`src/rtl/sag_fault_detector.sv`:
```
module sag_fault_detector #(
  parameter int SW   = 24,
  parameter int DW   = 24,
  parameter int LW   = 24,
  parameter int LINT = 3
) (
  input  logic                 clk,
  input  logic                 rst_n,
  input  logic                 smp_vld,
  input  logic signed [SW-1:0] smp,
  input  logic        [DW-1:0] dur_cfg,
  input  logic        [LW-1:0] lvl_cfg,
  input  logic                 evt_clr,
  output logic                 evt_flag,
  output logic                 evt_pulse
);

  localparam int MW    = SW - 1;
  localparam int LFRAC = LW - LINT;
  localparam int SHIFT = MW - LFRAC;
  localparam int AW    = MW + DW;
  localparam int TW    = LW + DW + SHIFT;
  localparam int CW    = (AW > TW) ? AW : TW;

  logic [SW-1:0] absv;
  logic [MW-1:0] mag;
  logic [AW-1:0] acc;
  logic [DW-1:0] cnt, dur_q;
  logic [CW-1:0] win_sum, thresh;
  logic          restart, off, last, hit;

  assign absv    = smp[SW-1] ? -smp : smp;
  assign mag     = absv[SW-1] ? {MW{1'b1}} : absv[MW-1:0];
  assign restart = dur_cfg != dur_q;
  assign off     = dur_cfg == '0;
  assign last    = cnt == dur_cfg - DW'(1);
  assign win_sum = CW'(acc) + CW'(mag);
  assign thresh  = (CW'(lvl_cfg) * CW'(dur_cfg)) << SHIFT;
  assign hit     = smp_vld && !off && !restart && last && (win_sum < thresh);

  always_ff @(posedge clk) begin
    if (!rst_n) begin
      acc       <= '0;
      cnt       <= '0;
      dur_q     <= '0;
      evt_pulse <= 1'b0;
      evt_flag  <= 1'b0;
    end else begin
      dur_q     <= dur_cfg;
      evt_pulse <= hit;
      evt_flag  <= hit | (evt_flag & ~evt_clr);
      if (restart || off) begin
        acc <= '0;
        cnt <= '0;
      end else if (smp_vld) begin
        if (last) begin
          acc <= '0;
          cnt <= '0;
        end else begin
          acc <= acc + AW'(mag);
          cnt <= cnt + DW'(1);
        end
      end
    end
  end

  AST_CNT_IN_WINDOW: assert property (@(posedge clk) disable iff (!rst_n)
    (!off && !restart) |-> (cnt < dur_cfg));
  AST_PULSE_SETS_FLAG: assert property (@(posedge clk) disable iff (!rst_n)
    evt_pulse |-> evt_flag);
  AST_FLAG_STICKY: assert property (@(posedge clk) disable iff (!rst_n)
    (evt_flag && !evt_clr) |=> evt_flag);
  AST_CLEAR_DROPS: assert property (@(posedge clk) disable iff (!rst_n)
    (evt_clr && !hit) |=> !evt_flag);
  AST_OFF_QUIET: assert property (@(posedge clk) disable iff (!rst_n)
    off |=> !evt_pulse);
  AST_PULSE_AFTER_SAMPLE: assert property (@(posedge clk) disable iff (!rst_n)
    (!smp_vld || restart) |=> !evt_pulse);

endmodule

```
`config.mk`:
```
export PLATFORM = sky130hd
export DESIGN_NAME = sag_fault_detector
export DESIGN_NICKNAME = d
export VERILOG_FILES = /design/src/rtl/sag_fault_detector.sv
export SDC_FILE = /design/constraint.sdc
export NUM_CORES = 2
export LEC_CHECK = 0
export BUFFER_PORTS_ARGS = -buffer_cell sky130_fd_sc_hd__clkbuf_2
export CORE_UTILIZATION = 50
export CTS_BUF_LIST = sky130_fd_sc_hd__clkbuf_16
export DETAILED_ROUTE_END_ITERATION = 12
export HOLD_SLACK_MARGIN = 0.1
export PLACE_DENSITY = 0.7
export SETUP_SLACK_MARGIN = 0.05
export SYNTH_ARGS = -nofsm -noshare
export SYNTH_HDL_FRONTEND = slang
export SYNTH_SLANG_ARGS = --single-unit
```
`constraint.sdc`:
```
create_clock -name clk -period 11.6 [get_ports clk]
set_input_delay 3.48 -clock clk [delete_from_list [all_inputs] [get_ports clk]]
set_output_delay 3.48 -clock clk [all_outputs]
set_load 0.03 [all_outputs]
```
==> flow_summary_export.csv <==
group,metric,value,unit
synth,ys_warn_count,0,
synth,synthArstFlopShare,0,
cells_and_area,drive_above_1_share,0.112,
detailed_routing,viasPerCell,5.31,
clock_network,ctsLongestPathBuffers,2,
worst_setup_path,cp_slowest_cell,"fa_1",
worst_setup_path,arrival,11.49,ns
global_route,antenna_found_initial,1,
timing,slew_viol_final,0,
worst_setup_path,cp-startpoint,"lvl_cfg[8]",
timing,layout_setup_ws,0.380,ns
synth,synth_cell_type_count,76,
floorplanning,rows,84,
min_path,min_path_type,"reg -> reg",
worst_setup_path,crit_path_start_kind,"input pin",
detailed_routing,wl,67300,um
timing,setup_violations,0,
job,maxCapViolCount,0,
synth,synth-seq-cells,97,
global_route,grt_pass1_wl,113000,um
floorplanning,die_h,234,um
worst_setup_path,max_stage_delay,0.54,ns
global_route,use_met3,0.0344,
synth,synth_area_leaders,"fa_1 (36%), ha_1 (11%), inv_1 (8.2%)",
run_status,status,"finished, violations left",
clock_network,clk_pin_slew,0.07,ns
synth,yosysTopAreaCellShare,0.360,
worst_setup_path,reg2regPathDepth,22,
global_route,use_met1,0.370,
worst_setup_path,end_kind,"register",
detailed_routing,final_antenna_net_count,0,
synth,yosysSeqAreaShare,0.0723,
worst_setup_path,r2r_slack,6.43,ns
clock_network,cts.sink_count,97,
worst_setup_path,crit_fanout,8,
worst_setup_path,cpMostUsedCell,"fa_1",
global_route,grt_pass1_vias,21700,
global_route,met2_usage,0.428,
place,io_buffers,77,
synth,ys.flop_type,"dfxtp_1",
clock_network,postCtsHoldBufs,0,
worst_setup_path,cp.required,11.87,ns
timing,rsz0062_at_grt,"false",
timing,hold_slack,0.470,ns
global_route,grt_max_degree,48,
worst_setup_path,worstReg2RegStart,"acc[0]",
clock_network,cts_root_buf,"clkbuf_16",
detailed_routing,vias,21400,
floorplanning,num_io_pins,78,
worst_setup_path,worstSetupPathDepth,38,
clock_network,tritoncts,"yes",
min_path,whs_path_depth,2,
worst_setup_path,crit_buf_inv,8,
synth,syn_inst,3201,
timing,tns,0,ns
cells_and_area,stdcell_area,29900,sq um
floorplanning,die_x,234,um
place,hpwl,57400,um
detailed_routing,firstDrtPassIters,9,
timing,slew_headroom,0.279,
place,pre_cts_slack,-0.382,ns
min_path,min_from,"acc[0]",
global_route,grt_usage,0.263,
timing,period_share,0.967,
floorplanning,initial_core_util,0.509,
place,gp_congestion,0.918,
clock_network,clock_latency,0.38,ns
cells_and_area,nets,4144,
clock_network,numCtsBuffers,9,
worst_setup_path,rr_endpoint,"evt_flag",
timing,max_freq,89.1,MHz
detailed_routing,drt_iter0_markers,1272,
timing,max_slew.worst_pin.slew,1.08,ns
detailed_routing,wire_per_inst,16.7,um
worst_setup_path,critPathKind,"in -> reg",
cells_and_area,area_growth,11.4,%
floorplanning,core_area,52800,sq um
timing,fin_skew,0.0152,ns
synth,syn_nets,4006,
global_route,grt_overflow,0,
timing,fin_crit,11.22,ns
place,place_area,29300,sq um
floorplanning,dieArea,54600,sq um
synth,synth_top_area_cell,"fa_1",
clock_network,cts_htree_levels,3,
timing,hold_viol,0,
synth,syn_area,26800,sq um
detailed_routing,route.detailed.drc,12,
min_path,holdPathEnd,"acc[0]",
synth,synth_edf_count,0,
synth,avgSynthCellArea,8.39,sq um
run_status,violations,"design-rule violations",
global_route,grt.busiest_layer,"met2",
worst_setup_path,cp_top_family,"adder cells",
==> layer usage <==
| metal | vias to the layer above | routed length [um] |
|---|---|---|
| met3 | 75 | 4180 |
| met5 | - | 0 |
| met4 | 0 | 1380 |
| met1 | 10600 | 30200 |
| li1 | 10200 | - |
| met2 | 584 | 31500 |
==> registers in the layout (all words and copies together) (netlist names) <==
signal     cells
cnt           24
evt_flag       1
dur_q         24
acc           47
evt_pulse      1
==> metrics by stage <==
stage / utilization / instances
CTS: 0.561 / 4030
floorplan: - / 3201
global placement: 0.555 / 4014
global route: 0.567 / 4032
finish: 0.567 / 4034
detailed placement: 0.555 / 4014
==> how the worst max path moves through the flow <==
| stage | to | slack (ns) |
|---|---|---|
| 3_3_place_gp | evt_flag | -0.39 |
| 5_1_grt | evt_flag | 0.04 |
| 6_report | evt_flag | 0.38 |
| 4_1_cts | evt_flag | 0.07 |
| 2_1_floorplan | evt_flag | 0.06 |
| 3_5_place_dp | evt_flag | -0.38 |
==> repair_timing <==
item	4_1_cts	5_1_grt
gates resized for setup	5	101
setup endpoints to repair	1	2
endpoints found under the hold margin	0	0
pin swaps	1	22
buffers inserted	0	2
==> worst reg2reg max path: cells and delay by family, from the launching register on <==
family	cells	cell delay [ns]
buf+inv	1	0.16
xor+xnor	1	0.11
fa+ha+maj	3	1.02
flops	1	0.31
simple gates	4	0.67
compound gates	13	2.81
==> final cells by class <==
type                       instances  area, sq um
fill                            4798        22900
multi-input combinational       2349        22200
timing repair buffer             298         2380
inverter                         584         2190
sequential                        97         1940
tap                              688          861
clock buffer                       9          225
clock inverter                     7         52.6
antenna                            2         5.00
==> cell usage after synthesis (17+ instances only) <==
cell type and count:
or3_1 18, ha_1 246, nor2_1 105, xnor2_1 94, buf_1 17, nand2_1 452, nand3_1 59, inv_1 584
o21ai_0 70, fa_1 483, nand4_1 26, a31oi_1 30, a21o_1 29, clkbuf_1 137, and2_1 301, nor3_1 22
a21oi_1 107, and3_1 18, xor2_1 77, dfxtp_1 97
==> cell families (layout without fill, tap and decap cells) <==
| family | after synthesis | count (layout) | share of synthesized area |
|---|---|---|---|
| and+or+nand+nor | 1087 | 1087 | 0.202 |
| muxes | 7 | 7 | 0.00261 |
| buffers and inverters | 755 | 898 | 0.108 |
| AOI/OAI and AO/OA | 355 | 355 | 0.0844 |
| xor gates and xnor gates | 171 | 171 | 0.0558 |
| adders and majority gates | 729 | 729 | 0.475 |
| other | 0 | 2 | 0 |
| DFF | 97 | 97 | 0.0723 |
==> layout by cell type (no fill, tap or decap), types with 8 or more instances in the layout <==
cell	n
fa_2	9
and2_1	301
nor2b_1	12
or3_1	18
ha_1	243
a211oi_1	13
clkbuf_4	8
buf_12	20
nor4_1	11
a211o_1	8
a21o_1	29
xnor2_1	94
nor3_1	19
o21bai_1	8
xor2_1	77
a21oi_1	101
dfxtp_1	97
o21ai_0	60
nand3_1	55
fa_1	474
buf_4	192
nand2_1	451
nor2_1	105
nand4_1	26
nand3b_1	13
buf_6	11
clkbuf_16	9
o211ai_1	11
o21ai_1	11
clkbuf_2	58
o21a_1	14
nand2b_1	14
inv_1	583
and3_1	16
a31oi_1	29
Power is not shown: default switching activity piles up to over one toggle a cycle in this logic, so the estimate is an artifact.
